--- src/rtl/lj_pkg.sv ---
package lj_pkg;

    parameter int MAX_W = 32;
    parameter int MIN_W = 8;
    localparam int WL_W = 6;

    typedef logic [MAX_W-1:0] word_t;

    typedef struct packed {
        word_t first;
        word_t second;
    } pair_t;

    function automatic logic [WL_W-1:0] clamp_len(input logic [WL_W-1:0] req, input int limit);
        int v;
        v = int'(req);
        if (v < MIN_W) v = MIN_W;
        if (v > limit) v = limit;
        return WL_W'(v);
    endfunction

    function automatic logic pick_bit(input word_t w, input int pos, input int len);
        if (pos < len) return w[len-1-pos];
        return 1'b0;
    endfunction

endpackage

--- src/rtl/lj_frame_gen.sv ---
module lj_frame_gen
    import lj_pkg::*;
#(
    parameter int HALF_BITS = 32,
    localparam int IDX_W = $clog2(2*HALF_BITS)
) (
    input  logic             clk,
    input  logic             rst,
    input  logic             cfg_first_fall,
    output logic             sck_o,
    output logic             ws_o,
    output logic             fall_ev,
    output logic             rise_ev,
    output logic             frame_start,
    output logic [IDX_W-1:0] idx_o,
    output logic [IDX_W-1:0] nxt_o
);
    localparam logic [IDX_W-1:0] LAST = IDX_W'(2*HALF_BITS-1);
    localparam logic [IDX_W-1:0] HALF = IDX_W'(HALF_BITS);

    logic             sck_q, ws_q, lvl_q, lvl;
    logic [IDX_W-1:0] idx_q, nxt;

    assign fall_ev     = sck_q;
    assign rise_ev     = ~sck_q;
    assign nxt         = (idx_q == LAST) ? '0 : idx_q + 1'b1;
    assign frame_start = fall_ev && (nxt == '0);
    assign lvl         = frame_start ? ~cfg_first_fall : lvl_q;

    always_ff @(posedge clk) begin
        if (rst) begin
            sck_q <= 1'b1;
            idx_q <= LAST;
            ws_q  <= 1'b0;
            lvl_q <= 1'b1;
        end else begin
            sck_q <= ~sck_q;
            if (fall_ev) begin
                idx_q <= nxt;
                ws_q  <= (nxt < HALF) ? lvl : ~lvl;
            end
            if (frame_start) lvl_q <= ~cfg_first_fall;
        end
    end

    assign sck_o = sck_q;
    assign ws_o  = ws_q;
    assign idx_o = idx_q;
    assign nxt_o = nxt;

    a_r1_ws_on_fall: assert property (@(posedge clk) disable iff (rst)
        !$stable(ws_q) |-> $fell(sck_q));

endmodule

--- src/rtl/lj_tx_lane.sv ---
module lj_tx_lane
    import lj_pkg::*;
#(
    parameter int HALF_BITS = 32,
    localparam int IDX_W = $clog2(2*HALF_BITS)
) (
    input  logic             clk,
    input  logic             rst,
    input  logic             en,
    input  logic             fall_ev,
    input  logic [IDX_W-1:0] nxt,
    input  logic [WL_W-1:0]  len,
    input  pair_t            sample,
    output logic             sd_o
);
    localparam logic [IDX_W-1:0] HALF = IDX_W'(HALF_BITS);

    logic             second_slot, bit_nxt, sd_q;
    logic [IDX_W-1:0] pos;

    assign second_slot = (nxt >= HALF);
    assign pos         = second_slot ? nxt - HALF : nxt;
    assign bit_nxt     = pick_bit(second_slot ? sample.second : sample.first,
                                  int'(pos), int'(len));

    always_ff @(posedge clk) begin
        if (rst)          sd_q <= 1'b0;
        else if (fall_ev) sd_q <= en & bit_nxt;
    end

    assign sd_o = sd_q;

    a_r2_change_on_fall: assert property (@(posedge clk) disable iff (rst)
        !$stable(sd_q) |-> $past(fall_ev));
    a_r6_off_low: assert property (@(posedge clk) disable iff (rst)
        (fall_ev && !en) |=> (sd_q == 1'b0));

endmodule

--- src/rtl/lj_rx_lane.sv ---
module lj_rx_lane
    import lj_pkg::*;
#(
    parameter int HALF_BITS = 32,
    localparam int IDX_W = $clog2(2*HALF_BITS)
) (
    input  logic             clk,
    input  logic             rst,
    input  logic             en,
    input  logic             rise_ev,
    input  logic [IDX_W-1:0] idx,
    input  logic [WL_W-1:0]  len,
    input  logic             sd_i,
    output pair_t            pair_o
);
    localparam logic [IDX_W-1:0] HALF = IDX_W'(HALF_BITS);

    word_t            sh_q, first_q, sh_nxt;
    logic [IDX_W-1:0] pos;

    assign pos = (idx >= HALF) ? idx - HALF : idx;

    always_comb begin
        if (int'(pos) >= int'(len)) sh_nxt = sh_q;
        else if (pos == '0)         sh_nxt = word_t'(sd_i);
        else                        sh_nxt = {sh_q[MAX_W-2:0], sd_i};
    end

    always_ff @(posedge clk) begin
        if (rst) begin
            sh_q    <= '0;
            first_q <= '0;
        end else if (rise_ev) begin
            sh_q <= sh_nxt;
            if (idx == HALF - 1'b1) first_q <= sh_nxt;
        end
    end

    assign pair_o = en ? pair_t'{first: first_q, second: sh_nxt} : '0;

endmodule

--- src/rtl/lj_stereo_port.sv ---
module lj_stereo_port
    import lj_pkg::*;
#(
    parameter int LANES     = 2,
    parameter int HALF_BITS = 32,
    localparam int IDX_W = $clog2(2*HALF_BITS),
    localparam int PW    = 2*MAX_W,
    localparam int BUS_W = LANES*PW
) (
    input  logic             clk,
    input  logic             rst,
    input  logic [WL_W-1:0]  cfg_word_len,
    input  logic             cfg_first_fall,
    input  logic [LANES-1:0] tx_lane_en,
    input  logic [LANES-1:0] rx_lane_en,
    input  logic             tx_valid,
    output logic             tx_ready,
    input  logic [BUS_W-1:0] tx_data,
    output logic             tx_underrun,
    output logic             rx_valid,
    input  logic             rx_ready,
    output logic [BUS_W-1:0] rx_data,
    output logic             rx_overrun,
    output logic             sck,
    output logic             ws,
    output logic [LANES-1:0] sd_out,
    input  logic [LANES-1:0] sd_in
);
    localparam int LIM = (HALF_BITS < MAX_W) ? HALF_BITS : MAX_W;
    localparam logic [IDX_W-1:0] LAST = IDX_W'(2*HALF_BITS-1);

    logic             fall_ev, rise_ev, frame_start, pair_done;
    logic [IDX_W-1:0] idx, nxt;
    logic [WL_W-1:0]  len_q, len_use;
    logic [BUS_W-1:0] hold_q, cur_q, src, rx_pack;
    logic             hold_full, under_q, over_q, rxv_q;
    logic [BUS_W-1:0] rxd_q;

    lj_frame_gen #(.HALF_BITS(HALF_BITS)) u_frame (
        .clk(clk), .rst(rst), .cfg_first_fall(cfg_first_fall),
        .sck_o(sck), .ws_o(ws), .fall_ev(fall_ev), .rise_ev(rise_ev),
        .frame_start(frame_start), .idx_o(idx), .nxt_o(nxt)
    );

    assign len_use   = frame_start ? clamp_len(cfg_word_len, LIM) : len_q;
    assign src       = (frame_start && hold_full) ? hold_q : cur_q;
    assign pair_done = rise_ev && (idx == LAST);

    for (genvar l = 0; l < LANES; l++) begin : g_lane
        pair_t rx_pair;
        lj_tx_lane #(.HALF_BITS(HALF_BITS)) u_tx (
            .clk(clk), .rst(rst), .en(tx_lane_en[l]), .fall_ev(fall_ev),
            .nxt(nxt), .len(len_use), .sample(pair_t'(src[l*PW +: PW])),
            .sd_o(sd_out[l])
        );
        lj_rx_lane #(.HALF_BITS(HALF_BITS)) u_rx (
            .clk(clk), .rst(rst), .en(rx_lane_en[l]), .rise_ev(rise_ev),
            .idx(idx), .len(len_q), .sd_i(sd_in[l]), .pair_o(rx_pair)
        );
        assign rx_pack[l*PW +: PW] = rx_pair;
    end

    always_ff @(posedge clk) begin
        if (rst) begin
            hold_q    <= '0;
            hold_full <= 1'b0;
            cur_q     <= '0;
            len_q     <= WL_W'(MIN_W);
            under_q   <= 1'b0;
            over_q    <= 1'b0;
            rxv_q     <= 1'b0;
            rxd_q     <= '0;
        end else begin
            under_q <= 1'b0;
            over_q  <= 1'b0;
            if (frame_start) begin
                len_q <= len_use;
                if (hold_full) begin
                    cur_q     <= hold_q;
                    hold_full <= 1'b0;
                end else begin
                    under_q <= 1'b1;
                end
            end
            if (tx_valid && !hold_full) begin
                hold_q    <= tx_data;
                hold_full <= 1'b1;
            end
            if (pair_done) begin
                rxd_q <= rx_pack;
                rxv_q <= 1'b1;
                if (rxv_q && !rx_ready) over_q <= 1'b1;
            end else if (rxv_q && rx_ready) begin
                rxv_q <= 1'b0;
            end
        end
    end

    assign tx_ready    = ~hold_full;
    assign tx_underrun = under_q;
    assign rx_overrun  = over_q;
    assign rx_valid    = rxv_q;
    assign rx_data     = rxd_q;

    a_r3_len_range: assert property (@(posedge clk) disable iff (rst)
        (int'(len_q) >= MIN_W) && (int'(len_q) <= LIM));
    a_r7_full_after_accept: assert property (@(posedge clk) disable iff (rst)
        (tx_valid && tx_ready) |=> !tx_ready);
    a_r8_underrun_single: assert property (@(posedge clk) disable iff (rst)
        tx_underrun |=> !tx_underrun);
    a_r9_overrun_with_valid: assert property (@(posedge clk) disable iff (rst)
        rx_overrun |-> (rx_valid && $past(rx_valid)));

endmodule

--- config.mk ---
export PLATFORM = sky130hd
export DESIGN_NAME = lj_stereo_port
export DESIGN_NICKNAME = d
export VERILOG_FILES = /design/src/rtl/lj_pkg.sv /design/src/rtl/lj_frame_gen.sv /design/src/rtl/lj_tx_lane.sv /design/src/rtl/lj_rx_lane.sv /design/src/rtl/lj_stereo_port.sv
export SDC_FILE = /design/constraint.sdc
export NUM_CORES = 1
export LEC_CHECK = 0
export ABC_AREA = 1
export BUFFER_PORTS_ARGS = -buffer_cell sky130_fd_sc_hd__buf_2
export CAP_MARGIN = 20
export CORE_UTILIZATION = 53
export CTS_CLUSTER_SIZE = 14
export DETAILED_ROUTE_END_ITERATION = 10
export GPL_TIMING_DRIVEN = 0
export PLACE_DENSITY = 0.76
export SYNTH_ARGS = -nofsm -noshare
export SYNTH_HDL_FRONTEND = slang
export SYNTH_HIERARCHICAL = 1
export SYNTH_SLANG_ARGS = --single-unit
--- constraint.sdc ---
create_clock -name clk -period 3.85 [get_ports clk]
set_input_delay 0 -clock clk [delete_from_list [all_inputs] [get_ports clk]]
set_output_delay 0 -clock clk [all_outputs]
set_load 0.01 [all_outputs]
Yosys cells after proc, flatten, opt, wreduce, memory -nomap -nowiden
Index checks and enable logic that the tools add are counted.
{"block": "classes", "n_addsub": 5, "n_lt_le_gt_ge": 8, "n_eq_ne": 2, "n_mux": 34, "bitwise": 8, "n_reduce_logical": 16}
{"operator": "two-way mux 32 bit", "n": 6}
{"operator": "two-way mux 128 bit", "n": 1}
{"operator": "two-way mux 64 bit", "n": 2}
{"operator": "two-way mux 6 bit", "n": 6}
{"operator": "> comparator 32 x 7 -> 1 bit (second input constant)", "n": 1}
{"operator": "< comparator 32 x 7 -> 1 bit (second input constant)", "n": 1}
{"operator": "subtractor 32 x 7 -> 32 bit", "n": 1}
{"operator": "two-way mux 1 bit", "n": 17}
{"operator": ">= comparator 6 bit (second input constant)", "n": 2}
{"operator": "zero test 6 bit", "n": 2}
{"operator": "subtractor 6 bit (second input constant)", "n": 2}
{"operator": "binary-select mux 1 bit (select 5 bit)", "n": 2}
{"operator": "subtractor 6 x 1 -> 7 bit (second input constant)", "n": 1}
{"operator": "adder 6 x 1 -> 6 bit (second input constant)", "n": 1}
{"operator": "== test 6 x 5 -> 1 bit (second input constant)", "n": 1}
{"operator": "== test 6 bit (second input constant)", "n": 1}
{"operator": ">= comparator 6 bit", "n": 1}
{"operator": "logical AND 1 bit", "n": 6}
{"operator": "< comparator 6 x 4 -> 1 bit (second input constant)", "n": 1}
{"operator": "< comparator 6 bit", "n": 1}
{"operator": "< comparator 6 bit (second input constant)", "n": 1}
{"operator": "inverter 1 bit", "n": 6}
{"operator": "AND reduction 2 bit", "n": 2}
{"operator": "nonzero test 2 bit", "n": 2}
{"operator": "other kinds (3)", "n": 6}
{"block": "word_totals", "reg_bits": 533, "in_bits": 145, "output_inout_bits": 136, "wordCells": 91}

Longest topological paths before layout
{"block": "logic_depth", "word_depth": 13, "ltp_mapped": 25, "depth_no_buf": 25}

Cells and area by module
Netlist, hierarchy kept.
{"module": "lj_stereo_port", "instances": 1, "cells_each": 1872, "area_each_um2": 15295.9, "seq_area_each_um2": 7887.6}
{"module": "lj_rx_lane", "instances": 2, "cells_each": 529, "area_each_um2": 3357.0, "seq_area_each_um2": 1281.2}
{"module": "lj_tx_lane", "instances": 2, "cells_each": 209, "area_each_um2": 1182.4, "seq_area_each_um2": 20.0}
{"module": "lj_frame_gen", "instances": 1, "cells_each": 77, "area_each_um2": 546.8, "seq_area_each_um2": 180.2}

Least setup slack after synthesis
OpenSTA, ideal clock, no wires.
{"block": "synth_path", "path_kind": "register to register", "startpoint": "register u_frame.idx_q[1], in the netlist u_frame/idx_o[1]", "endpoint": "register g_lane[0].u_tx.sd_q", "setup_ns": 0.066, "arrival_ns": 3.728, "required_time_ns": 3.784, "path_slack_ns": 0.056, "stages_incl_launch_ff": 22, "path_buffers": 1, "synth_period_minus_slack_ns": 3.794, "cell_sequence": "dfxtp_1 > ha_1 > nand3_1 > nand2_1 > nand2_2 > nor2_4 > nand3_2 > inv_1 > inv_2 > o21ai_0 > inv_1 > ha_1 > inv_1 > fa_1 > buf_6 > inv_1 > nand3_1 > nand3_1 > nand3_1 > nand3_1 > nand3_2 > a21oi_2"}
{"block": "synth_via", "elab_chain_len": 13, "word_cells_on_any_way": 22, "cone_classes": "add/sub (4); order compare (2); eq/ne (1); mux (11); bitwise (1); reduce/logical (3)"}
{"element": "start: declaration", "line_no": "lj_frame_gen.sv:22", "rtl": "logic [IDX_W-1:0] idx_q, nxt;"}
{"element": "start signal: assignment", "line_no": "lj_frame_gen.sv:39", "rtl": "idx_q <= nxt;"}
{"element": "adder 6 x 1 -> 6 bit or == test 6 bit (tied branches)", "line_no": "lj_frame_gen.sv:26", "rtl": "assign nxt = (idx_q == LAST) ? '0 : idx_q + 1'b1;"}
{"element": "two-way mux 6 bit (*)", "line_no": "lj_frame_gen.sv:26"}
{"element": "via nxt[4]", "line_no": "lj_stereo_port.sv:33", "rtl": "logic [IDX_W-1:0] idx, nxt;"}
{"element": "zero test 6 bit (*)", "line_no": "lj_frame_gen.sv:27", "rtl": "assign frame_start = fall_ev && (nxt == '0);"}
{"element": "logical AND 1 bit (*)", "line_no": "lj_frame_gen.sv:27"}
{"element": "via frame_start", "line_no": "lj_stereo_port.sv:32", "rtl": "logic fall_ev, rise_ev, frame_start, pair_done;"}
{"element": "two-way mux 6 bit (*)", "line_no": "lj_stereo_port.sv:45", "rtl": "assign len_use = frame_start ? clamp_len(cfg_word_len, LIM) : len_q;"}
{"element": "via len_use[0]", "line_no": "lj_stereo_port.sv:34", "rtl": "logic [WL_W-1:0] len_q, len_use;"}
{"element": "subtractor 6 x 1 -> 7 bit", "line_no": "lj_pkg.sv:23", "rtl": "if (pos < len) return w[len-1-pos];"}
{"element": "subtractor 32 x 7 -> 32 bit", "line_no": "lj_pkg.sv:23"}
{"element": "binary-select mux 1 bit (select 5 bit)", "line_no": "lj_pkg.sv:23"}
{"element": "two-way mux 1 bit (implied by the code) (2 in series)", "line_no": "lj_pkg.sv:23"}
{"element": "two-way mux 1 bit", "line_no": "lj_pkg.sv:23"}
{"element": "two-way mux 1 bit (*)", "line_no": "lj_pkg.sv:24", "rtl": "return 1'b0;"}
{"element": "bitwise AND 1 bit (*)", "line_no": "lj_tx_lane.sv:28", "rtl": "else if (fall_ev) sd_q <= en & bit_nxt;"}
{"element": "end signal: assignment", "line_no": "lj_tx_lane.sv:28"}
{"element": "end: declaration", "line_no": "lj_tx_lane.sv:18", "rtl": "logic second_slot, bit_nxt, sd_q;"}
The timed path passes the listed nets; every way through them passes the cells marked *. The select of a mux whose other input is x is not followed.
A chain may end at the register's enable or synchronous reset.

Worst setup path after layout
{"block": "layout_path", "startpoint": "register u_frame.idx_q[0], in the netlist u_frame/idx_o[0]", "endpoint": "register g_lane[0].u_tx.sd_q"}
The elaborated chain is that of the path after synthesis.

==> flow_summary.ini <==
[run_status]
status = complete, no violations

[clock_tree]
cts_tree = built
cts.clk_slew.worst_paths_ps = 60
clock_latency_ps = 610
cts_buffers = 54
htreeDepth = 2
cts.sinks = 533
root_buffer = clkbuf_16
cts.path.max_buffers = 3

[sta]
fin_skew_ps = 19.36
fin_crit_sh = 0.9424
tightest_slew_ps = 718.8
drv_slew = 0
fmax_mhz = 275.6
setup_violations = 0
relSlewSlack = 0.5208
finalHoldViolCount = 0
period_needed_ps = 3628

[route]
vias = 23742
via_per_inst = 5.191
post_drt_wl_per_cell_um = 15.56
drt_iter0_drc = 1782
drc = 0
ant_nets = 0
firstDrtPassIters = 5
wl_um = 71180

[cells_and_area]
drive_gt1_frac = 0.2083
finalCoreUtilization = 0.6606
final_common_cell = dfxtp_1
instances_no_fill = 4574
fin_nets = 4107
syn_to_final_growth_pct = 23.15
final_cell_mix = dfxtp_1 (528), nor2_1 (500), nand2_1 (458)

[floorplanning]
die_w_um = 218.8
die_area_um2 = 47890
die_h_um = 218.8
start_util = 0.5364
rows = 79
core_area_um2 = 46460
ios = 281

[placement]
post-dp-hpwl_um = 48100
place.gp.congestion = 0.9626
dp.cells = 4310
io_buffers = 278

[synthesis]
synth-async-reset-ratio = 0
netlist-cell-type-count = 46
ys_warn_count = 6
postSynthAreaPerCell_um2 = 7.276
ys_ff_latch = 533
synthFlopType = dfxtp_1
synth_area_um2 = 24920
synth_edf_count = 0
ys_seq_area_frac = 0.4282
syn_nets = 3608
synth_cells = 3425

[power]
p_leak_uw = 0.01517
intPower_uw = 10420
combPwrFrac = 0.209
max-vdd-ir-drop_uv = 415.8
clockPowerShare = 0.381
switchingPower_uw = 4412
cellPowerDensity_nw_per_um2 = 483.3
p_total_uw = 14830
p_sw_frac = 0.2974
seqPwrFrac = 0.410

[critical_path]
crit_start = u_frame/idx_o[0]
timing.critical_path.fanout_max = 9
required_ps = 4330
start_kind = register
reg2reg_slack_ps = 220
r2r-end = g_lane[0].u_tx/sd_o
endpoint_kind = register
r2r-start = u_frame/idx_o[0]
crit_arrival_ps = 4110
critPathKind = register to register
reg2regPathDepth = 23
timing.critical_path.to = g_lane[0].u_tx/sd_o

[global_route]
grt_use_total = 0.2931
grt_overflow = 0
grt_pass1_wl_um = 113400
grt_pass1_vias = 22321
antenna_found_initial = 0
grt_max_degree = 16

[worst_hold_path]
hold_class = primary input to register

[job]
max_cap_viol_count = 0
## power by group through the flow
stage,combinational (µW),clock [µW],sequential (µW)
global route,3440,5940,6120
detailed placement,2860,0,6210
floorplan,2070,0,6190
CTS,3010,5710,6090
finish,3100,5650,6090
global placement,2820,0,6200
## timing repair
action | CTS | global route
endpoints found under the hold margin | 155 | 0
setup buffers | 0 | 4
setup endpoints to repair | 2 | 2
gates resized for setup | 9 | 10
pin swaps | 1 | 1
hold buffers | 161 | 0
## worst min-delay path by stage
| stage | slack [ps] | to | startpoint | cells past startpoint |
|---|---|---|---|---|
| 3_3_place_gp | 250 | hold_q[39] | tx_data[39] | 3 |
| 5_1_grt | 200 | hold_q[30] | tx_data[30] | 4 |
| 3_5_place_dp | 250 | hold_q[51] | tx_data[51] | 3 |
| 2_1_floorplan | 60 | g_lane[0].u_tx/sd_o | rst | 1 |
| 6_report | 170 | hold_q[30] | tx_data[30] | 4 |
| 4_1_cts | 140 | hold_q[37] | tx_data[37] | 4 |
## cell type report
type                    count  area [µm²]
inverters                 361        1379
plain buffers             242        1425
well taps                 607       759.5
diodes                      1       2.502
clock inverters            22       315.3
flip-flops and latches    533       10680
repair buffers            443        3033
multi-input cells        2289       11480
clock buffers              76        1608
fillers                  3995       15770
## kinds of logic (layout without fill, tap and decap cells)
logic type                 after synthesis  count (layout)  synth area share
xor gates and xnor gates                14              14          0.005523
AOI/OAI and AO/OA                      795             795            0.1761
buffers and inverters                  603            1144            0.1123
and+or+nand+nor                       1438            1438            0.2577
adders and majority gates               38              38           0.01968
other                                    4               5         0.0006023
DFF                                    533             533            0.4282
## flip-flops by register name, summed over array words and instances, names as in the netlist, 2 cells and up
| register | count |
|---|---|
| cur_q | 128 |
| hold_q | 128 |
| rx_data | 128 |
| g_lane.u_rx/first_q | 64 |
| g_lane.u_rx/sh_q | 64 |
| len_q | 6 |
| u_frame/idx_o | 6 |
| g_lane.u_tx/sd_o | 2 |
## through the flow
| stage | TNS, ps | cell area, µm² | setup WS [ps] | hold WS, ps |
|---|---|---|---|---|
| floorplan | 0 | 24920 | 56.29 | 62.44 |
| CTS | 0 | 30630 | 51.59 | 144.5 |
| global route | -5.494 | 30690 | -5.494 | 196.7 |
| detailed placement | -1659 | 27070 | -841.8 | 251.9 |
| global placement | -1614 | 27070 | -818.9 | 247.3 |
| finish | 0 | 30690 | 221.9 | 169.2 |
## routing by layer
metal  up-vias  global-route usage  wire length, µm
met5         -                   0                0
met4         0             0.09514             1991
met3       143             0.04823             4377
met2       732              0.4726            32400
met1     10961              0.3985            32410
li1      11906                   -                -
## Yosys cell counts, types with 3 or more instances
master    number  area (µm²)
buf_6         34       382.9
clkbuf_8       3       41.29
or2_1        110       688.2
nand3b_1       4       30.03
nand2_2       22       137.6
nand3_1      201        1006
buf_4         10       75.07
dfxtp_1      533       10670
inv_1        348        1306
o21ai_2       97       849.6
nor2_4         3       33.78
xnor2_1        4       35.03
xor2_1         8       70.07
o21ai_1      135       675.7
buf_2        120       600.6
o21ai_0      285        1426
or2_2         18       112.6
nand3_2       11       110.1
nand4_1        4       25.02
nand2_1      459        1723
nor2_1       500        1877
clkbuf_1      72       270.3
conb_1         4       15.01
inv_2          9       33.78
nor2_2        99       619.3
a21oi_2        3       26.28
a21oi_1      268        1341
ha_1          36       450.4
## critical path, stage by stage, from the launching register on
cell and delay, ps:
dfxtp_4 380, ha_2 210, nand3_1 130, nand2_2 110, nand2_4 100, nor2_4 140, nand3_2 120, inv_4 110
nand2_1 60, nor2_1 90, nand2_1 80, nand2_1 110, inv_1 90, ha_1 270, inv_1 60, fa_1 530
buf_6 160, clkinvlp_4 190, nand3_1 130, nand3_1 80, nand3_1 110, nand3_1 100, nand3_2 90, a21oi_2 50
Power figures use the tool's default switching activity.
